--- src/rtl/dchain_pkg.sv ---
package dchain_pkg;
  localparam int unsigned ADDR_W = 8;
  localparam int unsigned DATA_W = 8;
  localparam int unsigned WORD_W = ADDR_W + DATA_W;
  typedef logic [WORD_W-1:0] word_t;
endpackage

--- src/rtl/dchain_rst_sync.sv ---
module dchain_rst_sync #(
  parameter int unsigned STAGES = 2
) (
  input  logic clk,
  input  logic rst_n,
  output logic rst_sn
);
  logic [STAGES-1:0] chain_q;

  always_ff @(posedge clk or negedge rst_n) begin
    if (!rst_n) chain_q <= '0;
    else        chain_q <= {chain_q[STAGES-2:0], 1'b1};
  end

  assign rst_sn = chain_q[STAGES-1];
endmodule

--- src/rtl/dchain_front.sv ---
module dchain_front #(
  parameter int unsigned SYNC_STAGES = 2
) (
  input  logic clk,
  input  logic rst_sn,
  input  logic ser_clk,
  input  logic sel_n,
  input  logic ser_in,
  output logic sclk_rise,
  output logic sclk_fall,
  output logic sel_rise,
  output logic sel_act,
  output logic din_s
);
  localparam int unsigned LAST = SYNC_STAGES - 1;
  localparam logic [2:0] PIN_IDLE = 3'b010;   // {ser_clk, sel_n, ser_in}

  logic [SYNC_STAGES-1:0][2:0] stg_q;
  logic                        sclk_q, sel_q;
  logic                        sclk_s, sel_s;

  // synchronizer chain, all three pins aligned
  always_ff @(posedge clk or negedge rst_sn) begin
    if (!rst_sn) stg_q <= {SYNC_STAGES{PIN_IDLE}};
    else         stg_q <= {stg_q[SYNC_STAGES-2:0], {ser_clk, sel_n, ser_in}};
  end

  assign sclk_s = stg_q[LAST][2];
  assign sel_s  = stg_q[LAST][1];
  assign din_s  = stg_q[LAST][0];

  always_ff @(posedge clk or negedge rst_sn) begin
    if (!rst_sn) begin
      sclk_q <= 1'b0;
      sel_q  <= 1'b1;
    end else begin
      sclk_q <= sclk_s;
      sel_q  <= sel_s;
    end
  end

  assign sclk_rise = sclk_s & ~sclk_q;
  assign sclk_fall = ~sclk_s & sclk_q;
  assign sel_rise  = sel_s & ~sel_q;
  assign sel_act   = ~sel_s;
endmodule

--- src/rtl/dchain_shifter.sv ---
module dchain_shifter
  import dchain_pkg::*;
(
  input  logic  clk,
  input  logic  rst_sn,
  input  logic  sclk_rise,
  input  logic  sclk_fall,
  input  logic  sel_act,
  input  logic  din_s,
  output word_t shreg,
  output logic  ser_out
);
  word_t shreg_q, shreg_d;
  logic  out_q, out_d;
  logic  shift_en, drive_en;

  assign shift_en = sclk_rise & sel_act;
  assign drive_en = sclk_fall & sel_act;

  always_comb begin
    shreg_d = shreg_q;
    out_d   = out_q;
    if (shift_en) shreg_d = {shreg_q[WORD_W-2:0], din_s};
    if (drive_en) out_d   = shreg_q[WORD_W-1];
  end

  always_ff @(posedge clk or negedge rst_sn) begin
    if (!rst_sn) begin
      shreg_q <= '0;
      out_q   <= 1'b0;
    end else begin
      shreg_q <= shreg_d;
      out_q   <= out_d;
    end
  end

  assign shreg   = shreg_q;
  assign ser_out = out_q;

  AST_SHIFT_ONE_PLACE: assert property (@(posedge clk) disable iff (!rst_sn)
    (sclk_rise && sel_act) |=> (shreg_q == {$past(shreg_q[WORD_W-2:0]), $past(din_s)}));
  AST_OUT_FROM_TOP: assert property (@(posedge clk) disable iff (!rst_sn)
    (sclk_fall && sel_act) |=> (ser_out == $past(shreg_q[WORD_W-1])));
  AST_FROZEN_DESELECTED: assert property (@(posedge clk) disable iff (!rst_sn)
    !sel_act |=> ($stable(shreg_q) && $stable(ser_out)));
endmodule

--- src/rtl/dchain_commit.sv ---
module dchain_commit
  import dchain_pkg::*;
(
  input  logic  clk,
  input  logic  rst_sn,
  input  logic  sel_rise,
  input  word_t shreg,
  output logic  cmd_valid,
  output word_t cmd_word
);
  logic  valid_q, valid_d;
  word_t word_q, word_d;
  logic  load_en;

  assign load_en = sel_rise & (shreg != '0);

  always_comb begin
    valid_d = load_en;
    word_d  = word_q;
    if (load_en) word_d = shreg;
  end

  always_ff @(posedge clk or negedge rst_sn) begin
    if (!rst_sn) begin
      valid_q <= 1'b0;
      word_q  <= '0;
    end else begin
      valid_q <= valid_d;
      word_q  <= word_d;
    end
  end

  assign cmd_valid = valid_q;
  assign cmd_word  = word_q;

  AST_STROBE_ONE_CYCLE: assert property (@(posedge clk) disable iff (!rst_sn)
    cmd_valid |=> !cmd_valid);
  AST_STROBE_AFTER_SEL_RISE: assert property (@(posedge clk) disable iff (!rst_sn)
    cmd_valid |-> $past(sel_rise));
  AST_STROBE_NONZERO: assert property (@(posedge clk) disable iff (!rst_sn)
    cmd_valid |-> (cmd_word != '0));
  AST_ZERO_IS_NOP: assert property (@(posedge clk) disable iff (!rst_sn)
    (sel_rise && shreg == '0) |=> (!cmd_valid && $stable(cmd_word)));
endmodule

--- src/rtl/dchain_rx_reg.sv ---
module dchain_rx_reg
  import dchain_pkg::*;
#(
  parameter int unsigned SYNC_STAGES = 2,
  parameter int unsigned RST_STAGES  = 2
) (
  input  logic              clk,
  input  logic              rst_n,
  input  logic              ser_clk,
  input  logic              sel_n,
  input  logic              ser_in,
  output logic              ser_out,
  output logic              cmd_valid,
  output logic [ADDR_W-1:0] cmd_addr,
  output logic [DATA_W-1:0] cmd_data
);
  logic  rst_sn;
  logic  sclk_rise, sclk_fall, sel_rise, sel_act, din_s;
  word_t shreg, cmd_word;

  dchain_rst_sync #(.STAGES(RST_STAGES)) u_rst (
    .clk(clk), .rst_n(rst_n), .rst_sn(rst_sn)
  );

  dchain_front #(.SYNC_STAGES(SYNC_STAGES)) u_front (
    .clk(clk), .rst_sn(rst_sn),
    .ser_clk(ser_clk), .sel_n(sel_n), .ser_in(ser_in),
    .sclk_rise(sclk_rise), .sclk_fall(sclk_fall),
    .sel_rise(sel_rise), .sel_act(sel_act), .din_s(din_s)
  );

  dchain_shifter u_shift (
    .clk(clk), .rst_sn(rst_sn),
    .sclk_rise(sclk_rise), .sclk_fall(sclk_fall),
    .sel_act(sel_act), .din_s(din_s),
    .shreg(shreg), .ser_out(ser_out)
  );

  dchain_commit u_commit (
    .clk(clk), .rst_sn(rst_sn),
    .sel_rise(sel_rise), .shreg(shreg),
    .cmd_valid(cmd_valid), .cmd_word(cmd_word)
  );

  assign cmd_addr = cmd_word[WORD_W-1 -: ADDR_W];
  assign cmd_data = cmd_word[DATA_W-1:0];

  AST_ADDR_DATA_SPLIT: assert property (@(posedge clk) disable iff (!rst_sn)
    cmd_valid |-> ({cmd_addr, cmd_data} == $past(shreg)));
endmodule

--- config.mk ---
export PLATFORM = sky130hd
export DESIGN_NAME = dchain_rx_reg
export DESIGN_NICKNAME = d
export VERILOG_FILES = /design/src/rtl/dchain_pkg.sv /design/src/rtl/dchain_rst_sync.sv /design/src/rtl/dchain_front.sv /design/src/rtl/dchain_shifter.sv /design/src/rtl/dchain_commit.sv /design/src/rtl/dchain_rx_reg.sv
export SDC_FILE = /design/constraint.sdc
export NUM_CORES = 1
export LEC_CHECK = 0
export ABC_AREA = 0
export ABC_CLOCK_PERIOD_IN_PS = 1800
export BUFFER_PORTS_ARGS = -buffer_cell sky130_fd_sc_hd__buf_2
export CAP_MARGIN = 10
export CELL_PAD_IN_SITES_DETAIL_PLACEMENT = 1
export CELL_PAD_IN_SITES_GLOBAL_PLACEMENT = 1
export CORE_AREA = 2 2 62 64
export CTS_BUF_LIST = sky130_fd_sc_hd__clkbuf_16
export DETAILED_ROUTE_END_ITERATION = 16
export DIE_AREA = 0 0 64 66
export PLACE_DENSITY = 0.72
export SLEW_MARGIN = 20
export SYNTH_ARGS = -nofsm -noshare
export SYNTH_HDL_FRONTEND = slang
export SYNTH_SLANG_ARGS = --single-unit
--- constraint.sdc ---
create_clock -name clk -period 1.8 [get_ports clk]
set_input_delay 0.27 -clock clk [delete_from_list [all_inputs] [get_ports clk]]
set_output_delay 0.27 -clock clk [all_outputs]
set_load 0.02 [all_outputs]
After elaboration in Yosys (flattened, before gate mapping)
Index checks and enable logic that the tools add are counted.
{"block": "word_totals", "register_bits": 44, "out_inout_bits": 18, "elab_cells": 20}
{"block": "classes", "bitwise_logic": 10, "reduce_logical": 1}
{"cell": "nonzero test 16 bit", "count": 1}
{"cell": "bitwise AND 1 bit", "count": 6}
{"cell": "inverter 1 bit", "count": 4}

Logic depth before layout (Yosys ltp)
{"block": "logic_depth", "word_depth": 3, "ltp_mapped": 4, "ltp_nobuf": 3}

Hierarchy
Synthesis repeated with hierarchy kept, for this count alone.
{"block": "unflattened", "hier_cells": 92, "hier_area_um2": 1667.8}
{"module": "dchain_commit", "instances": 1, "cells_each": 40, "area_per_inst_um2": 695.7, "seq_area_each_um2": 425.4}
{"module": "dchain_shifter", "instances": 1, "cells_each": 37, "area_per_inst_um2": 689.4, "seq_area_each_um2": 425.4}
{"module": "dchain_front", "instances": 1, "cells_each": 12, "area_per_inst_um2": 229.0, "seq_area_each_um2": 203.9}
{"module": "dchain_rst_sync", "instances": 1, "cells_each": 3, "area_per_inst_um2": 53.8, "seq_area_each_um2": 50.0}

Worst setup path after synthesis
No wires, ideal clock.
{"block": "synth_timing", "kind": "reg2reg", "from": "reg u_shift.shreg_q[8], in the netlist u_shift.shreg[8]", "to": "reg u_commit.word_q[10], in the netlist u_commit.cmd_word[10]", "setup_time_ps": 125, "arrival_ps": 1492, "required_ps": 1675, "path_slack_ps": 183, "path_stages_with_launch": 5, "n_path_buf": 1, "path_cell_list": "dfrtp_1 -> nor4_1 -> a41oi_2 -> buf_6 -> mux2_4"}
{"block": "synth_via", "elab_chain_len": 2}
{"element": "start: declaration", "line_no": "dchain_shifter.sv:13", "rtl": "word_t shreg_q, shreg_d;"}
{"element": "start signal: assignment", "line_no": "dchain_shifter.sv:32", "rtl": "shreg_q <= shreg_d;"}
{"element": "nonzero test 16 bit", "line_no": "dchain_commit.sv:15", "rtl": "assign load_en = sel_rise & (shreg != '0);"}
{"element": "bitwise AND 1 bit", "line_no": "dchain_commit.sv:15"}
{"element": "named net u_commit.load_en", "line_no": "dchain_commit.sv:13", "rtl": "logic load_en;"}
{"element": "end signal: assignment", "line_no": "dchain_commit.sv:29", "rtl": "word_q <= word_d;"}
{"element": "end: declaration", "line_no": "dchain_commit.sv:12", "rtl": "word_t word_q, word_d;"}
The timed path passes the listed nets, and every way through them passes these cells.
A chain may end at the register's enable or synchronous reset.

Worst setup path after layout
{"block": "layout_timing", "from": "reg u_shift.shreg_q[7], in the netlist u_shift.shreg[7]", "to": "reg u_commit.word_q[12], in the netlist u_commit.cmd_word[12]"}
{"block": "layout_via", "elab_chain_len": 2}
{"element": "nonzero test 16 bit", "line_no": "dchain_commit.sv:15"}
{"element": "bitwise AND 1 bit", "line_no": "dchain_commit.sv:15"}
No other way between the ends.

==> impl_metrics.env <==
export IMPL_rsz0062_at_grt="no"
export IMPL_period_needed_ns=1.696
export IMPL_numCtsBuffers=5
export IMPL_period_share_pct=94.22
export IMPL_synthDistinctLibCells=12
export IMPL_status="completed"
export IMPL_drc=0
export IMPL_routed_wl_mm=2.488
export IMPL_ant_nets=0
export IMPL_drt_iter0_drc=31
export IMPL_antenna_found_initial=0
export IMPL_crit_required_ns=1.96
export IMPL_worstHoldPathCells=1
export IMPL_hpwl_mm=1.658
export IMPL_grt_remaining_overflow=0
export IMPL_die_width_microns=64
export IMPL_clockBufferDepth=2
export IMPL_max_cap_violations=0
export IMPL_power_leakage_nw=0.9622
export IMPL_final_max_slew_viol_count=0
export IMPL_dieArea_sq_mm=0.004224
export IMPL_htreeDepth=2
export IMPL_max_clock_freq_mhz=589.6
export IMPL_grtUsageMet2_pct=21.74
export IMPL_relSlewSlack_pct=65.78
export IMPL_max_slew_worst_pin_slew_ns=0.5134
export IMPL_reg2reg_from="u_shift.shreg[7]$_DFFE_PN0P_"
export IMPL_hold_end="u_front.stg_q[1]$_DFF_PN1_"
export IMPL_grt_total_usage_pct=13.83
export IMPL_ys_warn_count=0
export IMPL_worstHoldStart="sel_n"
export IMPL_cts_sinks=44
export IMPL_synth_seq_cells=44
export IMPL_rows=22
export IMPL_cts_root_buf="clkbuf_16"
export IMPL_critical_path_class="reg2reg"
export IMPL_final_common_cell="dfrtp_1"
export IMPL_end_kind="flop"
export IMPL_fin_nets=124
export IMPL_r2r_end="u_commit.cmd_word[12]$_DFFE_PN0P_"
export IMPL_initial_utilization_pct=45.00
export IMPL_r2r_setup_slack_ns=0.10
export IMPL_grt_pass1_wl_mm=4.278
export IMPL_grt_pass1_vias=898
export IMPL_avgSynthCellArea_sq_um=18.16
export IMPL_grt_start_max_net_pins=43
export IMPL_clk_latency_ns=0.28
export IMPL_syn_to_final_growth_pct=21.46
export IMPL_power_density_mw_per_mm2=1385
export IMPL_num_vias=842
export IMPL_gp_congestion=0.6977
export IMPL_grt_use_met1_pct=16.57
export IMPL_pin_count=23
export IMPL_via_per_inst=5.012
export IMPL_arrival_ns=1.86
export IMPL_final_critical_path_setup_slack_ns=0.1041
export IMPL_gr_usage_met3_pct=3.578
export IMPL_synthesis_area_sq_mm=0.001598
export IMPL_reg2reg_depth=4
export IMPL_syn_inst=88
export IMPL_crit_fanout=15
export IMPL_hold_violations=0
export IMPL_die_h_microns=66
export IMPL_cts_tree="yes"
export IMPL_clk_pin_slew_worst_paths_ns=0.05
export IMPL_routedWlPerCell_microns=14.81
export IMPL_worstHoldPathType="in2reg"
export IMPL_power_total_mw=2.687
export IMPL_grt_busiest_layer="met2"
export IMPL_tns_ns=0
export IMPL_final_cell_mix="dfrtp_1 (41), mux2_2 (24), buf_2 (22)"
export IMPL_synth_nets=93
export IMPL_fin_skew_ns=0.003624
export IMPL_finalSetupViolations=0
export IMPL_diodes=0
export IMPL_pre_cts_ws_ns=0.02356
export IMPL_dr_pass1_iters=3
export IMPL_ir_drop_v=0.0006790
export IMPL_core_sq_mm=0.003551
export IMPL_ys_seq_area_share_pct=69.15
export IMPL_io_buffers=22
export IMPL_start_kind="flop"
export IMPL_drive_above_1_share_pct=58.33
## Yosys cell counts
master	n	area, sq um
buf_2	1	5.000
mux2_4	9	135.1
nor3b_2	1	12.51
buf_6	1	11.26
conb_1	1	3.750
dfrtp_1	41	1026
a41oi_2	1	16.27
mux2_2	24	270.3
nand2b_1	1	6.260
dfstp_2	3	78.83
nor3b_1	1	7.510
nor4_1	4	25.02
## cell families (layout without fill, tap and decap cells)
kind of cell,Yosys count,after routing,synth area share [%]
DFF,44,44,69.15
other,1,1,0.2347
and+or+nand+nor,7,7,3.211
muxes,33,33,25.37
buffers and inverters,2,34,1.018
AOI/OAI and AO/OA,1,1,1.018
## where the power goes
part           switching, mW  leakage [nW]  internal, mW  total [mW]
clock                  0.331        0.0762         0.500       0.832
combinational          0.261         0.323         0.267       0.528
sequential             0.143         0.563          1.18        1.33
total                  0.735         0.962          1.95        2.69
## layer usage
metal	vias up	part of all wire [%]
met4	0	2.9
met1	442	45
met2	18	49
met3	7	3.8
met5	-	0
li1	375	-
## what timing repair did
action / 4_1_cts / 5_1_grt
gates resized for setup: 0 / 1
endpoints found under the setup margin: 0 / 14
setup buffers: 0 / 0
hold buffers: 1 / 0
hold endpoints to repair: 2 / 0
## worst max-delay path by stage
stage / startpoint / to / slack [ns] / cells past startpoint
finish: u_shift.shreg[7]$_DFFE_PN0P_ / u_commit.cmd_word[12]$_DFFE_PN0P_ / 0.10 / 4
detailed placement: u_shift.shreg[4]$_DFFE_PN0P_ / u_commit.cmd_word[12]$_DFFE_PN0P_ / 0.02 / 4
global placement: u_shift.shreg[4]$_DFFE_PN0P_ / u_commit.cmd_word[8]$_DFFE_PN0P_ / 0.11 / 4
global route: u_shift.shreg[7]$_DFFE_PN0P_ / u_commit.cmd_word[8]$_DFFE_PN0P_ / 0.04 / 4
floorplan: u_shift.shreg[8]$_DFFE_PN0P_ / u_commit.cmd_word[10]$_DFFE_PN0P_ / 0.18 / 4
CTS: u_shift.shreg[4]$_DFFE_PN0P_ / u_commit.cmd_word[9]$_DFFE_PN0P_ / 0.02 / 4
## area by class of cell
| type | count | area [sq um] |
|---|---|---|
| Clock inverter | 3 | 12.51 |
| Fill cell | 343 | 1610 |
| Tap cell | 48 | 60.06 |
| Multi-Input combinational cell | 42 | 483.0 |
| Sequential cell | 44 | 1105 |
| Timing Repair Buffer | 26 | 155.1 |
| Clock buffer | 5 | 125.1 |
## metrics by stage
step / cell area (sq um) / instances / hold WS (ns) / utilization (%)
floorplan: 1598 / 88 / -0.02559 / -
global placement: 1787 / 159 / 0.05452 / 50.32
detailed placement: 1787 / 159 / 0.05660 / 50.32
CTS: 1934 / 168 / 0.07760 / 54.47
global route: 1941 / 168 / 0.07787 / 54.65
finish: 1941 / 168 / 0.08691 / 54.65
## state kept, by name, summed over array words and instances (netlist names)
signal	cells
u_shift.shreg	16
u_front.sclk_s	1
u_shift.ser_out	1
u_front.stg_q	3
u_front.din_s	1
u_front.sel_q	1
u_commit.cmd_word	16
u_rst.chain_q	2
u_commit.cmd_valid	1
u_front.sclk_q	1
u_front.sel_s	1
## worst max-delay path, stage by stage, from the launching register on
cell,delay [ns]
dfrtp_1,0.40
nor4_1,0.41
a41oi_2,0.25
buf_12,0.22
mux2_4,0.29
Power figures use the tool's default switching activity.
